==> src/rtl/div3_pkg.sv <==
package div3_pkg;
  localparam int STATE_W = 2;
  localparam int NUM_VER = 3;
  typedef logic [STATE_W-1:0] state_t;

  localparam state_t ST_ZERO = 2'd0;
  localparam state_t ST_ONE  = 2'd1;
  localparam state_t ST_TWO  = 2'd2;
  localparam state_t ST_TRAP = 2'd3;

  // Excitation strobes from the control to the storage bits.
  typedef struct packed {
    logic dHi;
    logic dLo;
    logic tHi;
    logic jMixLo;
    logic kMixLo;
    logic jJkHi;
    logic kJkHi;
    logic jJkLo;
    logic kJkLo;
  } excite_t;
endpackage

==> src/rtl/div3_cells.sv <==
module div3_dcell (
  input  logic clk,
  input  logic rst,
  input  logic d,
  output logic q
);
  always_ff @(posedge clk) begin
    if (rst) q <= 1'b0;
    else     q <= d;
  end
endmodule

module div3_tcell (
  input  logic clk,
  input  logic rst,
  input  logic t,
  output logic q
);
  always_ff @(posedge clk) begin
    if (rst) q <= 1'b0;
    else     q <= q ^ t;
  end

  // a toggle request flips the bit at the next edge
  p_toggle_r6: assert property (@(posedge clk) disable iff (rst)
    t |=> q != $past(q));
endmodule

module div3_jkcell (
  input  logic clk,
  input  logic rst,
  input  logic j,
  input  logic k,
  output logic q
);
  always_ff @(posedge clk) begin
    if (rst) q <= 1'b0;
    else     q <= (j & ~q) | (~k & q);
  end

  // J without K sets the bit, K without J clears it
  p_jk_set_r7: assert property (@(posedge clk) disable iff (rst)
    (j && !k) |=> q);
  p_jk_clr_r7: assert property (@(posedge clk) disable iff (rst)
    (k && !j) |=> !q);
endmodule

==> src/rtl/div3_ctrl.sv <==
module div3_ctrl
  import div3_pkg::*;
(
  input  state_t  qD,
  input  state_t  qMixed,
  input  state_t  qJk,
  output excite_t exc
);
  always_comb begin
    // All-D version
    exc.dHi    = qD[0];
    exc.dLo    = ~(qD[1] ^ qD[0]);
    // Toggle high bit, JK low bit
    exc.tHi    = qMixed[1] ^ qMixed[0];
    exc.jMixLo = ~qMixed[1];
    exc.kMixLo = ~qMixed[1];
    // All-JK version
    exc.jJkHi  = qJk[0];
    exc.kJkHi  = ~qJk[0];
    exc.jJkLo  = ~qJk[1];
    exc.kJkLo  = ~qJk[1];
  end
endmodule

==> src/rtl/div3_dpath.sv <==
module div3_dpath
  import div3_pkg::*;
(
  input  logic    clk,
  input  logic    rst,
  input  excite_t exc,
  output state_t  qD,
  output state_t  qMixed,
  output state_t  qJk
);
  div3_dcell  dHi  (.clk(clk), .rst(rst), .d(exc.dHi), .q(qD[1]));
  div3_dcell  dLo  (.clk(clk), .rst(rst), .d(exc.dLo), .q(qD[0]));
  div3_tcell  tHi  (.clk(clk), .rst(rst), .t(exc.tHi), .q(qMixed[1]));
  div3_jkcell jkLo (.clk(clk), .rst(rst), .j(exc.jMixLo), .k(exc.kMixLo), .q(qMixed[0]));
  div3_jkcell jHi  (.clk(clk), .rst(rst), .j(exc.jJkHi), .k(exc.kJkHi), .q(qJk[1]));
  div3_jkcell jLo  (.clk(clk), .rst(rst), .j(exc.jJkLo), .k(exc.kJkLo), .q(qJk[0]));

  state_t verState [NUM_VER];
  assign verState[0] = qD;
  assign verState[1] = qMixed;
  assign verState[2] = qJk;

  for (genvar v = 0; v < NUM_VER; v++) begin : g_seqCheck
    p_step0_r2: assert property (@(posedge clk) disable iff (rst)
      verState[v] == ST_ZERO |=> verState[v] == ST_ONE);
    p_step1_r2: assert property (@(posedge clk) disable iff (rst)
      verState[v] == ST_ONE |=> verState[v] == ST_TWO);
    p_step2_r2: assert property (@(posedge clk) disable iff (rst)
      verState[v] == ST_TWO |=> verState[v] == ST_ZERO);
    p_trap_r4: assert property (@(posedge clk) disable iff (rst)
      verState[v] == ST_TRAP |=> verState[v] == ST_TRAP);
  end
endmodule

==> src/rtl/div3_top.sv <==
module div3_top
  import div3_pkg::*;
(
  input  logic       clk,
  input  logic       rst,
  output logic       pulseOut,
  output logic [1:0] stateD,
  output logic [1:0] stateMixed,
  output logic [1:0] stateJk,
  output logic       mismatch
);
  excite_t exc;
  state_t  qD, qMixed, qJk;
  logic    pulseD, pulseMixed, pulseJk;

  div3_ctrl ctrl (.qD(qD), .qMixed(qMixed), .qJk(qJk), .exc(exc));
  div3_dpath dpath (.clk(clk), .rst(rst), .exc(exc),
                    .qD(qD), .qMixed(qMixed), .qJk(qJk));

  assign pulseD     = qD[1] & ~qD[0];
  assign pulseMixed = qMixed[1] & ~qMixed[0];
  assign pulseJk    = qJk[1] & ~qJk[0];

  assign pulseOut   = pulseD;
  assign stateD     = qD;
  assign stateMixed = qMixed;
  assign stateJk    = qJk;
  assign mismatch   = (qD != qMixed) || (qD != qJk) ||
                      (pulseD != pulseMixed) || (pulseD != pulseJk);

  // a pulse lasts one cycle and is followed by state 0
  p_pulse_single_r3: assert property (@(posedge clk) disable iff (rst)
    pulseOut |=> !pulseOut);
  p_pulse_wrap_r3: assert property (@(posedge clk) disable iff (rst)
    pulseOut |=> stateD == ST_ZERO);
  // the versions never disagree once out of reset
  p_agree_r8: assert property (@(posedge clk) disable iff (rst)
    !mismatch);
  // one edge with reset high yields state 0
  p_reset_r1: assert property (@(posedge clk)
    $fell(rst) |-> stateD == ST_ZERO || stateD == ST_TRAP);
endmodule

==> config.mk <==
export PLATFORM = sky130hd
export DESIGN_NAME = div3_top
export DESIGN_NICKNAME = d
export VERILOG_FILES = /design/src/rtl/div3_pkg.sv /design/src/rtl/div3_cells.sv /design/src/rtl/div3_ctrl.sv /design/src/rtl/div3_dpath.sv /design/src/rtl/div3_top.sv
export SDC_FILE = /design/constraint.sdc
export NUM_CORES = 1
export LEC_CHECK = 0
export BUFFER_PORTS_ARGS = -buffer_cell sky130_fd_sc_hd__buf_2
export CAP_MARGIN = 10
export CELL_PAD_IN_SITES_DETAIL_PLACEMENT = 1
export CELL_PAD_IN_SITES_GLOBAL_PLACEMENT = 1
export CORE_AREA = 2 2 39 41
export CTS_BUF_LIST = sky130_fd_sc_hd__clkbuf_4 sky130_fd_sc_hd__clkbuf_8 sky130_fd_sc_hd__clkbuf_16
export DETAILED_ROUTE_END_ITERATION = 7
export DIE_AREA = 0 0 41 43
export HOLD_SLACK_MARGIN = 0.08
export PLACE_DENSITY_LB_ADDON = 0.1
export SLEW_MARGIN = 40
export SYNTH_ARGS = -nofsm -noshare
export SYNTH_HDL_FRONTEND = slang
export SYNTH_SLANG_ARGS = --single-unit
==> constraint.sdc <==
create_clock -name clk -period 1.69 [get_ports clk]
set_input_delay 0.507 -clock clk [delete_from_list [all_inputs] [get_ports clk]]
set_output_delay 0.507 -clock clk [all_outputs]
set_load 0.02 [all_outputs]
==> reports/results.ini, run 1 <==
[status]
status=finished, violations left
violations=setup timing

[global_route]
grt_max_degree=7
first_global_vias=300
track_usage_pct=10.2
antenna_found_initial=0
globalRoute.totalOverflow=0
grt_pass1_wl_mm=1.15

[pwr]
switchingPower_uw=250
ir_worst_vdd_v=0.000460
p_seq_share_pct=28.8
combPwrFrac_pct=53.5
p_leak_uw=0.000249
swShare_pct=35.4
p_int_uw=455
power.share.clock_pct=17.7
pwr_density_cell_nw_per_um2=1390

[routing]
drc_errors=0
drt_iter0_drc=1
routedWlPerCell_um=10.0
drtAntennaViolNets=0
routed_wl_um=700
viasPerCell=4.19
first_pass_iters=2
routed-via-count=293

[synth]
synth_nets=44
ys_seq_area_share_pct=36.2
syn_avg_cell_area_um2=8.96
yosys_warnings=0
synth-seq-cells=6
syn-cell-area_um2=332
synthCells=37
ys_types=13

[layout]
final_nets=63
final_cell_area_um2=508
fillCellCount=174
drive_above_1_share_pct=63.0
area_growth_pct=53.2
multi_input_area_um2=193
seq_area_um2=124
final_cells=70
antenna_cells=0

[placement]
hpwl_um=585
io_buffers=9
placed_cell_area_um2=442
place_inst=65
place.gp.congestion=0.574

[timing]
finalSetupViolations=1
worst_clock_skew_ns=0.000511
period_share_pct=117
slew_violations=0
rsz0062_at_grt=yes
final.setup.worst_slack_ns=-0.295
timing.fmax_mhz=504
timing.hold.ws_ns=0.498
tightest_slew_ns=0.234
fin_crit_ns=1.99
hold_violations=0
slew_headroom_pct=84.3
finalSetupTns_ns=-0.295

[floorplanning]
placementRows=14
die_x_um=41
die_area_um2=1760
die_y_um=43
core_area_um2=1380
start_util_pct=24.0
pin_count=10

[critical_path]
worstPathArrival_ns=1.48
start_kind=flip-flop
path_class=flip-flop to output port
r2r_cells=5
critPathMaxFanout=2
crit_required_ns=1.18
end_kind=output port

[clock_tree]
clk_pin_slew_worst_paths_ns=0.04
clockRootBuffer=clkbuf_4
htree_levels=1
cts_tree=built
clock-sinks=6
insertion_delay_ns=0.24
ctsLongestPathBuffers=2
cts_inserted_buffers=3
ctsHoldBuffers=0

[worst_hold_path]
worstHoldPathType=input pin to flip-flop
whs_path_depth=2

[flow_run]
drv_cap=0

metal layers:
metal	track usage [%]	wire (µm)
met1	9.39	266
met2	16.9	369
met3	1.57	34
met4	10.0	29
met5	0	0
power by group through the flow:
stage | sequential, µW | combinational [µW] | clock, µW
floorplan | 217 | 228 | 0
global placement | 202 | 324 | 0
detailed placement | 204 | 336 | 0
CTS | 201 | 374 | 132
global route | 209 | 425 | 144
finish | 203 | 377 | 125
synthesized netlist by cell type:
cell type  instances  area share (%)
a22oi_1            1             2.3
and3_1             1             1.9
buf_4              6              14
dfxtp_1            6              36
ha_1               5              19
inv_1              4             4.5
nand3_1            2             3.0
nor2_1             4             4.5
nor2b_1            3             5.7
nor3_1             1             1.5
o21ai_1            1             1.5
or3_1              2             3.8
xor2_1             1             2.6
cells in the final DEF (no fill, tap or decap):
cell type  netlist  routed
buf_4            6      11
buf_2            0       8
nor2_1           4       4
nor2b_1          3       3
clkbuf_4         0       3
dfxtp_1          6       3
dfxtp_2          0       3
nand3_1          2       2
inv_1            4       2
inv_2            0       2
ha_4             0       2
ha_1             5       2
and3_1           1       1
nor3_1           1       1
or3_1            2       1
or3_4            0       1
a22oi_2          0       1
o21ai_2          0       1
xor2_1           1       1
ha_2             0       1
buf_6            0       1
stage by stage:
stage / util [%] / power (µW) / setup slack, ns
2_1_floorplan: - / 445 / 0.00490
3_3_place_gp: 31.9 / 526 / -0.0738
3_5_place_dp: 31.9 / 540 / -0.161
4_1_cts: 35.4 / 707 / -0.369
5_1_grt: 36.7 / 778 / -0.365
6_report: 36.7 / 704 / -0.295
kinds of logic after synthesis:
| kind of cell | Yosys count | synth area share (%) |
|---|---|---|
| and+or+nand+nor | 13 | 20.4 |
| buffers and inverters | 10 | 18.1 |
| DFF | 6 | 36.2 |
| adders and majority gates | 5 | 18.9 |
| AOI/OAI and AO/OA | 2 | 3.77 |
| xor gates and xnor gates | 1 | 2.64 |
final cells by class:
| type | instances | area share, % |
|---|---|---|
| clock buffers | 3 | 4.43 |
| multi-input cells | 21 | 37.9 |
| flip-flops and latches | 6 | 24.4 |
| repair buffers | 20 | 26.4 |
| inverters | 4 | 2.96 |
| well taps | 16 | 3.94 |
worst max-delay path, stage by stage, from the launching register on:
cell and delay (ns):
dfxtp_2 0.32, inv_1 0.04, ha_2 0.17, or3_4 0.36
a22oi_2 0.14, o21ai_2 0.08, buf_6 0.13
flip-flops by register name, summed over array words and instances (netlist names):
| name | flops |
|---|---|
| dpath.dLo.q | 1 |
| dpath.jkLo.q | 1 |
| dpath.jHi.q | 1 |
| dpath.jLo.q | 1 |
| dpath.tHi.q | 1 |
| dpath.dHi.q | 1 |
worst paths after layout:
check	from	end	slack [ns]
worst min register to register	dpath.jLo.q	dpath.jLo.q	0.63
worst max-delay path	dpath.jkLo.q	mismatch	-0.30
worst min-delay path	rst	dpath.jkLo.q	0.50
worst max register to register	dpath.jLo.q	dpath.jHi.q	0.67
repair_timing:
| item | in CTS | in global routing |
|---|---|---|
| resized for setup | 5 | 2 |
| pin swaps | 3 | 3 |
| buffers inserted | 1 | 1 |
| setup endpoints to repair | 1 | 1 |
| gates cloned | 0 | 0 |
(Power assumes the default switching activity.)
==> run 2: changes to the inputs <==
--- a/config.mk
+++ b/config.mk
@@ -14,6 +14,7 @@
 export DETAILED_ROUTE_END_ITERATION = 7
 export DIE_AREA = 0 0 41 43
 export HOLD_SLACK_MARGIN = 0.08
+export MAX_ROUTING_LAYER = met4
 export PLACE_DENSITY_LB_ADDON = 0.1
 export SLEW_MARGIN = 40
 export SYNTH_ARGS = -nofsm -noshare
==> run 2 against run 1 <==
Compared with the run above: the run still ends with setup timing left; critical path depth is the same; clock skew is essentially flat; setup slack is essentially flat; highest routed layer unchanged; sequential power is essentially flat; critical endpoint unchanged; fmax is essentially flat; hold slack is essentially flat; wire length is the same; via count is the same.
==> reports/results.ini, run 2 (same netlist as run 1, synthesis figures left out) <==
[status]
status=finished, violations left  ; unchanged
violations=setup timing  ; unchanged

[floorplanning]
placementRows=14  ; unchanged
start_util_pct=24.0  ; unchanged
die_y_um=43  ; unchanged
die_area_um2=1760  ; unchanged
die_x_um=41  ; unchanged
pin_count=10  ; unchanged
core_area_um2=1380  ; unchanged

[critical_path]
crit_slowest_cell=or3_4  ; unchanged
end_kind=output port  ; unchanged
critPathMaxFanout=2  ; unchanged
crit_family=simple AND/OR/NAND/NOR gates  ; unchanged
worstPathCellList=inv_1 -> ha_2 -> or3_4 -> a22oi_2 -> o21ai_2 -> buf_6  ; unchanged
worstPathArrival_ns=1.48  ; about the same
path_class=flip-flop to output port  ; unchanged
start_kind=flip-flop  ; unchanged
crit_path_max_incr_delay_ns=0.36  ; about the same
critPathBufInv=2  ; unchanged
crit_required_ns=1.18  ; about the same

[global_route]
first_global_vias=301  ; was 300
grt_pass1_wl_mm=1.15  ; unchanged
antenna_found_initial=0  ; unchanged
grt_max_degree=7  ; unchanged
track_usage_pct=10.4  ; was 10.2%
globalRoute.totalOverflow=0  ; unchanged

[clock_tree]
clockRootBuffer=clkbuf_4  ; unchanged
insertion_delay_ns=0.24  ; about the same
cts_inserted_buffers=3  ; unchanged
cts_tree=built  ; unchanged
ctsLongestPathBuffers=2  ; unchanged
clk_pin_slew_worst_paths_ns=0.04  ; about the same
htree_levels=1  ; unchanged
ctsHoldBuffers=0  ; unchanged
clock-sinks=6  ; unchanged

[pwr]
combPwrFrac_pct=53.5  ; about the same
p_seq_share_pct=28.8  ; about the same
pwr_density_cell_nw_per_um2=1390  ; about the same
power.share.clock_pct=17.7  ; about the same
p_leak_uw=0.000249  ; unchanged
ir_worst_vdd_v=0.000460  ; unchanged
swShare_pct=35.4  ; about the same
p_int_uw=455  ; about the same
switchingPower_uw=250  ; about the same

[routing]
first_pass_iters=2  ; unchanged
drc_errors=0  ; unchanged
routed-via-count=293  ; unchanged
drt_iter0_drc=1  ; unchanged
routedWlPerCell_um=10.0  ; unchanged
drtAntennaViolNets=0  ; unchanged
routed_wl_um=700  ; unchanged
viasPerCell=4.19  ; unchanged

[timing]
fin_crit_ns=1.99  ; about the same
finalSetupViolations=1  ; unchanged
finalSetupTns_ns=-0.295  ; about the same
final.setup.worst_slack_ns=-0.295  ; about the same
slew_violations=0  ; unchanged
hold_violations=0  ; unchanged
period_share_pct=117  ; about the same
tightest_slew_ns=0.234  ; unchanged
rsz0062_at_grt=yes  ; unchanged
timing.fmax_mhz=504  ; about the same
slew_headroom_pct=84.3  ; unchanged
worst_clock_skew_ns=0.000499  ; was 0.000511 ns
timing.hold.ws_ns=0.498  ; about the same

[layout]
drive_above_1_share_pct=63.0  ; unchanged
area_growth_pct=53.2  ; unchanged
final_common_cell=buf_4  ; unchanged
final_cell_mix=buf_4 (11), buf_2 (8), nor2_1 (4)  ; unchanged
antenna_cells=0  ; unchanged
final_nets=63  ; unchanged
fillCellCount=174  ; unchanged

[worst_hold_path]
worstHoldPathType=input pin to flip-flop  ; unchanged

[placement]
hpwl_um=585  ; unchanged
place.gp.congestion=0.577  ; was 0.574
io_buffers=9  ; unchanged
post-place-ws_ns=-0.161  ; unchanged

[flow_run]
drv_cap=0  ; unchanged

[run 2: final cells by class]
type,count,area (µm²),area share [%]
flip-flops and latches,6,124,24.4
multi-input cells,21,193,37.9
clock buffers,3,22.5,4.43
well taps,16,20.0,3.94
repair buffers,20,134,26.4
inverters,4,15.0,2.96
[run 2: path summary, 6_finish.rpt]
kind | startpoint | endpoint | slack (ns) | cells past startpoint
setup / recovery | dpath.jkLo.q | mismatch | -0.30 | 6
hold reg to reg | dpath.jLo.q | dpath.jLo.q | 0.63 | 3
setup reg to reg | dpath.jLo.q | dpath.jHi.q | 0.67 | 5
hold / removal | rst | dpath.jkLo.q | 0.50 | 2
[run 2: power groups by stage]
stage               clock (µW)  combinational, µW  sequential (µW)
floorplan                    0                228              217
global placement             0                324              202
detailed placement           0                336              204
CTS                        132                374              201
global route               144                425              209
finish                     125                377              203
[run 2: worst reg2reg max path, cell delays in order, from the launching register on]
cell and delay (ns):
dfxtp_2 0.31, buf_4 0.13, buf_4 0.14, ha_1 0.18
nor2_1 0.10, nor2_1 0.05
[run 2: stage by stage]
stage               util [%]  cells  area, µm²  total power [µW]
detailed placement      31.9     65        442               540
global placement        31.9     65        442               526
CTS                     35.4     69        490               707
floorplan                  -     37        354               445
finish                  36.7     70        508               704
global route            36.7     70        508               778
[run 2: layer usage]
layer	track usage, %	wire length (µm)	up-vias
met5	-	0	-
met2	16.9	369	9
li1	-	-	147
met3	1.57	34	4
met4	10.0	29	0
met1	9.39	266	133
[run 2: repair_timing]
item                                    CTS  global route
setup buffers                             1             1
gates resized for setup                   5             2
pin swaps                                 3             3
endpoints found under the setup margin    1             1
==> run 3: changes to the inputs <==
==> constraint.sdc (replaced) <==
create_clock -name clk -period 1.69 [get_ports clk]
set_input_delay 0.507 -clock clk [delete_from_list [all_inputs] [get_ports clk]]
set_output_delay 0.507 -clock clk [all_outputs]
set_load 0.05 [all_outputs]
==> run 3 against run 2 <==
Compared with the run above: critical path type unchanged; largest power group unchanged; sequential cell count did not move; hold slack improved by 0.0088 ns; sequential share of layout area fell by 0.70 points; the run still ends with setup timing left; highest routed layer unchanged; critical endpoint unchanged.
==> reports/results.ini, run 3 (same netlist as run 1, synthesis figures left out) <==
[status]
status=finished, violations left  ; unchanged
violations=setup timing  ; unchanged

[floorplanning]
core_area_um2=1380  ; unchanged
die_area_um2=1760  ; unchanged
die_y_um=43  ; unchanged
start_util_pct=24.0  ; unchanged
placementRows=14  ; unchanged
die_x_um=41  ; unchanged
pin_count=10  ; unchanged

[pwr]
p_int_uw=471  ; was 455 µW
swShare_pct=43.5  ; was 35.4%
power.share.clock_pct=15.3  ; was 17.7%
ir_worst_vdd_v=0.000448  ; was 0.000460 V
p_seq_share_pct=24.7  ; was 28.8%
p_leak_uw=0.000255  ; was 0.000249 µW
pwr_density_cell_nw_per_um2=1600  ; was 1390 nW/µm²
switchingPower_uw=363  ; was 250 µW
total_power_uw=835  ; was 704 µW
combPwrFrac_pct=60.0  ; was 53.5%

[timing]
period_share_pct=120  ; was 117%
tightest_slew_ns=0.347  ; was 0.234 ns
slew_violations=0  ; unchanged
hold_violations=0  ; unchanged
finalSetupTns_ns=-0.340  ; was -0.295 ns
fin_crit_ns=2.03  ; was 1.99 ns
timing.fmax_mhz=493  ; was 504 MHz
finalSetupViolations=1  ; unchanged
final.setup.worst_slack_ns=-0.340  ; was -0.295 ns
rsz0062_at_grt=yes  ; unchanged
timing.hold.ws_ns=0.507  ; was 0.498 ns
slew_headroom_pct=76.7  ; was 84.3%
worst_clock_skew_ns=0.000395  ; was 0.000499 ns

[routing]
drtAntennaViolNets=0  ; unchanged
routed_wl_um=722  ; was 700 µm
drc_errors=0  ; unchanged
routed-via-count=291  ; was 293
viasPerCell=4.10  ; was 4.19
drt_iter0_drc=4  ; was 1
first_pass_iters=3  ; was 2
routedWlPerCell_um=10.2  ; was 10.0 µm

[worst_hold_path]
worstHoldPathType=input pin to flip-flop  ; unchanged
whs_path_depth=2  ; unchanged
worstHoldStart=rst  ; unchanged
holdPathEnd=dpath.jkLo.q  ; unchanged

[global_route]
antenna_found_initial=0  ; unchanged
grt_max_degree=7  ; unchanged
track_usage_pct=10.6  ; was 10.4%
first_global_vias=284  ; was 301
globalRoute.totalOverflow=0  ; unchanged
grt_pass1_wl_mm=1.12  ; was 1.15 mm

[flow_run]
drv_cap=0  ; unchanged

[layout]
utilization_pct=37.8  ; was 36.7%
antenna_cells=0  ; unchanged
area_growth_pct=57.7  ; was 53.2%
final_common_cell=buf_4  ; unchanged
final_nets=64  ; was 63
final_cells=71  ; was 70
final_cell_mix=buf_4 (12), buf_2 (8), nor2_1 (4)  ; was buf_4 (11), buf_2 (8), nor2_1 (4)
drive_above_1_share_pct=63.6  ; was 63.0%

[placement]
io_buffers=9  ; unchanged
hpwl_um=568  ; was 585 µm
place.gp.congestion=0.643  ; was 0.577
place_inst=64  ; was 65

[critical_path]
worstPathArrival_ns=1.52  ; was 1.48 ns
r2r_cells=5  ; unchanged
end_kind=output port  ; unchanged
start_kind=flip-flop  ; unchanged
path_class=flip-flop to output port  ; unchanged
rrSetupSlack_ns=0.64  ; was 0.67 ns
critPathMaxFanout=2  ; unchanged
reg2reg_from=dpath.jLo.q  ; unchanged
r2r-end=dpath.jHi.q  ; unchanged
crit_required_ns=1.18  ; about the same

[clock_tree]
insertion_delay_ns=0.24  ; about the same
ctsLongestPathBuffers=2  ; unchanged
cts_inserted_buffers=3  ; unchanged
htree_levels=1  ; unchanged
cts_tree=built  ; unchanged
clk_pin_slew_worst_paths_ns=0.04  ; about the same
clock-sinks=6  ; unchanged
clockRootBuffer=clkbuf_4  ; unchanged

run 3: cell types whose count changed in the layout (fill, tap and decap cells not counted):
cell	delta
o21ai_2	-1
o21ai_4	+1
buf_4	+1
run 3: metrics by stage:
stage	cell area (µm²)	setup slack [ns]
after floorplan	369	-0.0561
after global placement	449	-0.164
after detailed placement	449	-0.172
after CTS	500	-0.396
after global routing	523	-0.394
final	523	-0.340
run 3: how the worst max path moves through the flow:
stage                       startpoint  slack [ns]       end
final                      dpath.jLo.q       -0.34  mismatch
after global routing      dpath.jkLo.q       -0.39  mismatch
after CTS                  dpath.dLo.q       -0.40  mismatch
after detailed placement  dpath.jkLo.q       -0.17  mismatch
after global placement    dpath.jkLo.q       -0.16  mismatch
after floorplan            dpath.dLo.q       -0.06  mismatch
run 3: final cells by class:
| class | count | area, µm² |
|---|---|---|
| Inverter | 4 | 15.0 |
| Sequential cell | 6 | 124 |
| Tap cell | 16 | 20.0 |
| Timing Repair Buffer | 21 | 141 |
| Multi-Input combinational cell | 21 | 200 |
| Fill cell | 173 | 861 |
| Clock buffer | 3 | 22.5 |
run 3: what timing repair did:
item | 4_1_cts | 5_1_grt
endpoints found under the setup margin | 1 | 1
pin swaps | 3 | 3
hold buffers | 0 | 0
buffers inserted | 3 | 1
gates resized for setup | 2 | 3
gates cloned | 0 | 0
run 3: routing by layer:
layer | routed length, µm | GRT usage (%) | part of all wire, %
met3 | 41 | 3.14 | 5.7
met1 | 315 | 10.6 | 44
met4 | 11 | 10.0 | 1.5
met5 | 0 | - | 0
met2 | 354 | 15.3 | 49
run 3: power by group through the flow:
stage,Clock [µW],Sequential (µW),Combinational [µW]
6_report,127,206,501
4_1_cts,135,200,478
2_1_floorplan,0,217,350
3_5_place_dp,0,205,443
5_1_grt,143,211,549
3_3_place_gp,0,204,434
run 3: worst max-delay path, stage by stage (launching register included):
cell	delay, ns
dfxtp_2	0.31
inv_1	0.04
ha_2	0.17
or3_4	0.36
a22oi_2	0.17
o21ai_4	0.08
buf_6	0.15
